<file path="src/rtl/flag_pkg.sv">
package flag_pkg;
  localparam int RES_W   = 8;
  localparam int NFLAG   = 5;
  // index of each flag in the flag vector and in the enable mask
  localparam int IX_CY   = 0;
  localparam int IX_P    = 1;
  localparam int IX_AC   = 2;
  localparam int IX_Z    = 3;
  localparam int IX_S    = 4;
  // bit positions inside the packed flag byte
  localparam int BP_S    = 7;
  localparam int BP_Z    = 6;
  localparam int BP_AC   = 4;
  localparam int BP_P    = 2;
  localparam int BP_CY   = 0;
  localparam logic [7:0] FIXED_ONES = 8'h02;

  typedef logic [NFLAG-1:0] flag_vec_t;

  function automatic logic [7:0] pack_flags(input flag_vec_t f);
    logic [7:0] b;
    b         = FIXED_ONES;
    b[BP_S]   = f[IX_S];
    b[BP_Z]   = f[IX_Z];
    b[BP_AC]  = f[IX_AC];
    b[BP_P]   = f[IX_P];
    b[BP_CY]  = f[IX_CY];
    return b;
  endfunction
endpackage

</file>
<file path="src/rtl/flag_rst_sync.sv">
module flag_rst_sync #(
  parameter int STAGES = 2
) (
  input  logic clk,
  input  logic rst_n,
  output logic rst_sync_n
);
  logic [STAGES-1:0] sh_q;

  always_ff @(posedge clk or negedge rst_n) begin
    if (!rst_n) sh_q <= '0;
    else        sh_q <= {sh_q[STAGES-2:0], 1'b1};
  end

  assign rst_sync_n = sh_q[STAGES-1];
endmodule

</file>
<file path="src/rtl/flag_eval.sv">
module flag_eval
  import flag_pkg::*;
#(
  parameter int W = RES_W
) (
  input  logic [W-1:0] res,
  input  logic         c7_in,
  input  logic         c3_in,
  output flag_vec_t    cand
);
  localparam int MSB = W - 1;

  always_comb begin
    cand        = '0;
    cand[IX_S]  = res[MSB];
    cand[IX_Z]  = (res == '0);
    cand[IX_AC] = c3_in;
    cand[IX_P]  = ~(^res);
    cand[IX_CY] = c7_in;
  end
endmodule

</file>
<file path="src/rtl/flag_bank.sv">
module flag_bank
  import flag_pkg::*;
#(
  parameter int N = NFLAG
) (
  input  logic         clk,
  input  logic         rst_n,
  input  logic [N-1:0] cand,
  input  logic [N-1:0] wr_en,
  input  logic         load,
  input  logic [N-1:0] load_val,
  output logic [N-1:0] q
);
  logic [N-1:0] d;
  logic [N-1:0] en;

  for (genvar i = 0; i < N; i++) begin : g_bit
    always_comb begin
      en[i] = load | wr_en[i];
      d[i]  = load ? load_val[i] : cand[i];
    end

    always_ff @(posedge clk or negedge rst_n) begin
      if (!rst_n)     q[i] <= 1'b0;
      else if (en[i]) q[i] <= d[i];
    end
  end
endmodule

</file>
<file path="src/rtl/alu_flag_reg.sv">
module alu_flag_reg
  import flag_pkg::*;
#(
  parameter int SYNC_STAGES = 2
) (
  input  logic        clk,
  input  logic        rst_n,
  input  logic [7:0]  res,
  input  logic        c7_in,
  input  logic        c3_in,
  input  logic [4:0]  upd_en,
  input  logic        restore_en,
  input  logic [7:0]  restore_byte,
  input  logic [7:0]  acc_in,
  output logic        flag_s,
  output logic        flag_z,
  output logic        flag_ac,
  output logic        flag_p,
  output logic        flag_cy,
  output logic [7:0]  flag_byte,
  output logic [15:0] psw
);
  logic      rst_q_n;
  flag_vec_t cand;
  flag_vec_t pop_vec;
  flag_vec_t fq;
  logic      unused_pop_bits;

  flag_rst_sync #(.STAGES(SYNC_STAGES)) u_sync (
    .clk        (clk),
    .rst_n      (rst_n),
    .rst_sync_n (rst_q_n)
  );

  flag_eval #(.W(RES_W)) u_eval (
    .res   (res),
    .c7_in (c7_in),
    .c3_in (c3_in),
    .cand  (cand)
  );

  always_comb begin
    pop_vec        = '0;
    pop_vec[IX_S]  = restore_byte[BP_S];
    pop_vec[IX_Z]  = restore_byte[BP_Z];
    pop_vec[IX_AC] = restore_byte[BP_AC];
    pop_vec[IX_P]  = restore_byte[BP_P];
    pop_vec[IX_CY] = restore_byte[BP_CY];
  end

  assign unused_pop_bits = ^{restore_byte[5], restore_byte[3], restore_byte[1]};

  flag_bank #(.N(NFLAG)) u_bank (
    .clk      (clk),
    .rst_n    (rst_q_n),
    .cand     (cand),
    .wr_en    (upd_en),
    .load     (restore_en),
    .load_val (pop_vec),
    .q        (fq)
  );

  assign flag_s    = fq[IX_S];
  assign flag_z    = fq[IX_Z];
  assign flag_ac   = fq[IX_AC];
  assign flag_p    = fq[IX_P];
  assign flag_cy   = fq[IX_CY];
  assign flag_byte = pack_flags(fq);
  assign psw       = {acc_in, flag_byte};
endmodule

</file>
<file path="config.mk">
export PLATFORM = sky130hd
export DESIGN_NAME = alu_flag_reg
export DESIGN_NICKNAME = d
export VERILOG_FILES = /design/src/rtl/flag_pkg.sv /design/src/rtl/flag_rst_sync.sv /design/src/rtl/flag_eval.sv /design/src/rtl/flag_bank.sv /design/src/rtl/alu_flag_reg.sv
export SDC_FILE = /design/constraint.sdc
export NUM_CORES = 1
export LEC_CHECK = 0
export BUFFER_PORTS_ARGS = -buffer_cell sky130_fd_sc_hd__buf_2
export CAP_MARGIN = 15
export CORE_MARGIN = 2
export CORE_UTILIZATION = 34
export DETAILED_ROUTE_END_ITERATION = 8
export GPL_ROUTABILITY_DRIVEN = 0
export PLACE_DENSITY = 0.8
export SLEW_MARGIN = 20
export SYNTH_ARGS = -nofsm -noshare
export SYNTH_HDL_FRONTEND = slang
export SYNTH_SLANG_ARGS = --single-unit
</file>
<file path="constraint.sdc">
create_clock -name clk -period 1 [get_ports clk]
set_clock_uncertainty 0.15 [all_clocks]
set_input_delay 0.15 -clock clk [delete_from_list [all_inputs] [get_ports clk]]
set_output_delay 0.15 -clock clk [all_outputs]
set_load 0.01 [all_outputs]
</file>
==> impl_metrics.json, run 1 <==
{
  "r2r_cells": 3,
  "grt_max_degree": 8,
  "synthMuxAreaShare_pct": 5.08,
  "syn_avg_cell_area_sq_um": 8.81,
  "ant_nets": 0,
  "synthXorXnorAreaFrac_pct": 5.72,
  "cp.depth": 1,
  "drive_above_1_share_pct": 59.4,
  "synth.cell_area_sq_um": 591,
  "drcViolationCount": 0,
  "setup_viol": 15,
  "drtIter0Drc": 5,
  "synth_top_family_by_area": "buffers and inverters",
  "diodes": 0,
  "min_path_type": "reg2async",
  "synth_seq_cells": 7,
  "grt_antenna_before_repair": 0,
  "critical_path.max_fanout": 4,
  "final_common_cell": "buf_2",
  "period_minus_slack_ns": 1.11,
  "die_w_microns": 45.7,
  "synthArstFlopShare_pct": 100,
  "status": "finished, violations left",
  "yosysTopAreaCell": "buf_4",
  "die-area_sq_mm": 0.00209,
  "yosys_most_used_dff": "dfrtp_1",
  "cts_hold_buf": 5,
  "yosys.area_share.simple_pct": 5.08,
  "max_stage_delay_ns": 0.41,
  "firstDrtPassIters": 4,
  "critical_path_arrival_ns": 0.81,
  "p_total_mw": 0.926,
  "via_per_inst": 4.17,
  "vias": 471,
  "final_cells": 113,
  "synth-compound-area-share_pct": 6.99,
  "fin_crit_sh_pct": 111,
  "path_cells": "buf_2",
  "clk_pin_slew_worst_paths_ns": 0.06,
  "wire_per_inst_microns": 9.84,
  "fill_cells": 175,
  "initial_utilization_pct": 35.4,
  "grt_pass1_wl_microns": 1750,
  "drv_slew": 0,
  "worstPathBufferInverterCount": 1,
  "finalHoldViolations": 5,
  "worstSetupStartpointType": "flip-flop",
  "fin_ws_ns": -0.107,
  "criticalPathCategory": "reg2out",
  "finish.instance_area_sq_um": 827,
  "critical_path.top_delay_family": "flip-flops",
  "synth_fa_ha_area_share_pct": 8.47,
  "critPathSlowestCell": "dfrtp_1",
  "fin_hold_ws_ns": -0.0690,
  "synth_top_area_share_pct": 30.5,
  "track_usage_pct": 12.7,
  "numCtsBuffers": 3,
  "routed_wl_microns": 1110,
  "grt_pass1_vias": 446,
  "cts_tree": "done",
  "layout_common_cells": "37 x buf_2, 7 x conb_1, 7 x dfrtp_1, 5 x dlygate4sd3_1, 4 x ha_4",
  "violations": "hold timing, setup timing",
  "rows": 15,
  "grt_overflow": 0,
  "clockBufferDepth": 2,
  "nets": 135,
  "timing.fmax_ghz": 0.903,
  "yosysWarningCount": 0,
  "rsz0062_at_grt": "yes",
  "cts_sinks": 7,
  "dpl-instance-area_sq_um": 727,
  "clk_latency_ns": 0.25,
  "cp.required_ns": 0.70,
  "yosysUniqueCellTypes": 19,
  "die_h_microns": 45.7,
  "clockRootBuffer": "clkbuf_4",
  "ys_seq_area_share_pct": 29.7,
  "place_hpwl_microns": 970,
  "power.density_mw_per_mm2": 1120,
  "synthCells": 67,
  "crit_path_end_kind": "output pin",
  "placed_cells": 102,
  "synthTopCellsByArea": "buf_4 31%, dfrtp_1 30%, ha_1 8.5%, inv_1 6.4%, mux2i_1 5.1%",
  "fp.coreArea_sq_mm": 0.00167,
  "reg2reg_slack_ns": 0.01,
  "maxCapViolations": 0,
  "ir_worst_vdd_v": 0.000558,
  "num_io_pins": 63,
  "io_buffers": 37,
  "synth_enable_flop_cells": 0,
  "leakage_nw": 0.449,
  "cts-htree-levels": 1,
  "syn_to_final_growth_pct": 40.0
}
## power breakdown
part / switching [mW] / leakage, nW / internal, mW
registers: 0.0245 / 0.0835 / 0.309
clock network: 0.105 / 0.0150 / 0.152
logic: 0.156 / 0.351 / 0.178
## metrics by stage
stage | utilization (%) | hold WS [ns] | TNS, ns | setup slack, ns
floorplan | - | -0.296 | -0.0483 | -0.0318
global placement | 43.5 | -0.214 | -0.439 | -0.224
detailed placement | 43.5 | -0.212 | -0.503 | -0.258
CTS | 49.5 | -0.0596 | -1.69 | -0.122
global route | 49.5 | -0.0456 | -2.21 | -0.159
finish | 49.5 | -0.0690 | -1.45 | -0.107
## state kept, by name, indices dropped and copies added, names as in the netlist
name / flops
u_bank.q: 5
u_sync.sh_q: 2
## cells by family (layout without fill, tap and decap cells)
kind of cell	Yosys count	after routing
AO/OA/AOI/OAI	7	7
buffers and inverters	35	59
XOR/XNOR	3	3
AND/OR/NAND/NOR	6	6
multiplexers	3	3
flip-flops	7	7
adder cells (fa/ha/maj)	4	4
other	2	7
## cells in the mapped netlist, types with 2 or more instances
| master | n |
|---|---|
| dfrtp_1 | 7 |
| nand2_1 | 3 |
| o21ai_0 | 3 |
| ha_1 | 4 |
| conb_1 | 2 |
| buf_4 | 24 |
| mux2i_1 | 3 |
| inv_1 | 10 |
## path summary, 6_finish.rpt
check | startpoint | end
worst max register to register | u_bank.q[1] | u_bank.q[1]
max in group asynchronous | rst_n | u_sync.sh_q[0]
worst max-delay path | u_bank.q[3] | psw[6]
min in group clk | restore_byte[2] | u_bank.q[1]
worst min register to register | u_sync.sh_q[1] | u_bank.q[0]
worst min-delay path | u_sync.sh_q[1] | u_bank.q[0]
## routing by layer
metal | wire length, microns | vias to the layer above | track usage [%]
li1 | - | 234 | -
met1 | 387 | 207 | 11.0
met2 | 596 | 30 | 22.5
met3 | 128 | 0 | 8.33
met4 | 0 | 0 | 5.29
met5 | 0 | - | 0
## area by class of cell
| class | count | area, sq um | share of cell area [%] |
|---|---|---|---|
| multi-input combinational | 30 | 273 | 33.0 |
| sequential | 7 | 175 | 21.2 |
| timing repair buffer | 45 | 262 | 31.6 |
| inverter | 10 | 70.1 | 8.47 |
| clock buffer | 4 | 26.3 | 3.18 |
| tap | 17 | 21.3 | 2.57 |
## what timing repair did
action                                 4_1_cts  5_1_grt
gates resized for setup                      2        1
setup buffers                                2        0
pin swaps                                    1        0
endpoints found under the hold margin       11        5
setup endpoints to repair                   17       18
No activity file was read; power rests on OpenSTA's default activity.
==> run 2, diff against run 1 <==
--- a/config.mk
+++ b/config.mk
@@ -16,3 +16,4 @@
 export SYNTH_ARGS = -nofsm -noshare
 export SYNTH_HDL_FRONTEND = slang
 export SYNTH_SLANG_ARGS = --single-unit
+export TNS_END_PERCENT = 20
==> run 2 against run 1 <==
  * The flow still finishes with violations (hold timing, setup timing)
  * Non-clock buffer count down 2
  * Sequential cell count unchanged
  * Global-route usage down 1.3 points
  * Register-to-register slack better by 0.02 ns
  * Clock power down 3%
  * Final area down 4.7%
==> impl_metrics.json, run 2 (same netlist as run 1, synthesis figures left out) <==
{
  "status": "finished, violations left",
  "wl_met1_microns": 362,
  "setup_viol": 15,
  "fp.coreArea_sq_mm": 0.00167,
  "leakage_nw": 0.435,
  "fin_hold_ws_ns": -0.0730,
  "numCtsBuffers": 3,
  "clk_latency_ns": 0.24,
  "grt_pass1_wl_microns": 1640,
  "io_buffers": 37,
  "critical_path.max_fanout": 4,
  "drive_above_1_share_pct": 57.4,
  "worstSetupStartpointType": "flip-flop",
  "die_w_microns": 45.7,
  "die-area_sq_mm": 0.00209,
  "ir_worst_vdd_v": 0.000776,
  "num_io_pins": 63,
  "final_common_cell": "buf_2",
  "place_hpwl_microns": 931,
  "cts_resized": 0,
  "via_per_inst": 4.24,
  "drcViolationCount": 0,
  "clockRootBuffer": "clkbuf_4",
  "firstDrtPassIters": 1,
  "timing.fmax_ghz": 0.903,
  "routed_wl_microns": 1040,
  "track_usage_pct": 11.4,
  "cts_tree": "done",
  "grt_antenna_before_repair": 0,
  "initial_utilization_pct": 35.4,
  "die_h_microns": 45.7,
  "cts_sinks": 7,
  "ant_nets": 0,
  "maxCapViolations": 0,
  "power.density_mw_per_mm2": 1130,
  "finalHoldViolations": 5,
  "fin_ws_ns": -0.107,
  "fill_cells": 181,
  "pre_cts_ws_ns": -0.239,
  "criticalPathCategory": "reg2out",
  "register_area_sq_um": 175,
  "critical_path.top_delay_family": "flip-flops",
  "layout_common_cells": "37 x buf_2, 7 x conb_1, 7 x dfrtp_1, 5 x dlygate4sd3_1, 4 x ha_4",
  "min_path_type": "reg2async",
  "largest_reg_flops": 5,
  "multiInputGateArea_sq_um": 268,
  "p_total_mw": 0.887,
  "rsz0062_at_grt": "yes",
  "diodes": 0,
  "violations": "hold timing, setup timing",
  "grt_overflow": 0,
  "highest_layer": "met4",
  "met2WireLength_microns": 555,
  "clockBufferDepth": 2,
  "worstPathBufferInverterCount": 1,
  "nets": 133,
  "vias": 471,
  "regMostFlops": "u_bank.q",
  "drtIter0Drc": 0,
  "cts-htree-levels": 1,
  "cp.required_ns": 0.70,
  "rows": 15,
  "syn_to_final_growth_pct": 33.5,
  "cts_setup_buffers": 0,
  "utilization_pct": 47.2,
  "critical_path_arrival_ns": 0.81,
  "fin_crit_sh_pct": 111,
  "wire_per_inst_microns": 9.34,
  "max_stage_delay_ns": 0.41,
  "path_cells": "buf_2",
  "clk_pin_slew_worst_paths_ns": 0.05,
  "grt_max_degree": 9,
  "period_minus_slack_ns": 1.11,
  "critPathSlowestCell": "dfrtp_1",
  "wl_met3_microns": 113,
  "crit_path_end_kind": "output pin",
  "grt_pass1_vias": 443,
  "reg_top3": "u_bank.q x5, u_sync.sh_q x2",
  "drv_slew": 0,
  "cts_hold_buf": 5,
  "fin_setup_tns_ns": -1.40
}
-- run 2: cell count changes in the layout (fill, tap and decap cells not counted), sizes merged --
cell,previous run,this run
buf,40,38
-- run 2: cell type report --
cell class | count | area share [%]
sequential | 7 | 22.2
multi-input combinational | 30 | 34.0
timing repair buffer | 43 | 30.8
inverter | 10 | 6.98
clock buffer | 4 | 3.33
tap | 17 | 2.70
-- run 2: through the flow --
step                area (sq um)  std cells
finish                       788        111
global route                 788        111
CTS                          788        111
detailed placement           712        102
global placement             712        102
floorplan                    683         72
-- run 2: layer usage --
layer / global-route usage (%) / up-vias
li1: - / 230
met1: 11.5 / 211
met2: 19.4 / 28
met3: 7.54 / 2
met4: 2.35 / 0
met5: 0 / -
-- run 2: path summary, 6_finish.rpt --
path                            startpoint              to  slack [ns]  depth (start not counted)
setup / recovery               u_bank.q[1]    flag_byte[2]       -0.11                          1
hold / removal              u_sync.sh_q[1]     u_bank.q[0]       -0.07                          0
setup reg to reg               u_bank.q[3]     u_bank.q[3]        0.03                          2
hold reg to reg             u_sync.sh_q[1]     u_bank.q[0]       -0.07                          0
max in group asynchronous            rst_n  u_sync.sh_q[0]        0.54                          2
min in group clk           restore_byte[2]     u_bank.q[1]        0.01                          3
-- run 2: report_power, final --
part	switching [mW]	total, mW	internal [mW]
combinational	0.146	0.303	0.158
sequential	0.0253	0.335	0.310
clock	0.0973	0.249	0.152
total	0.268	0.887	0.619
-- run 2: what timing repair did --
action	4_1_cts	5_1_grt
endpoints found under the hold margin	12	5
setup endpoints to repair	16	16
pin swaps	1	0
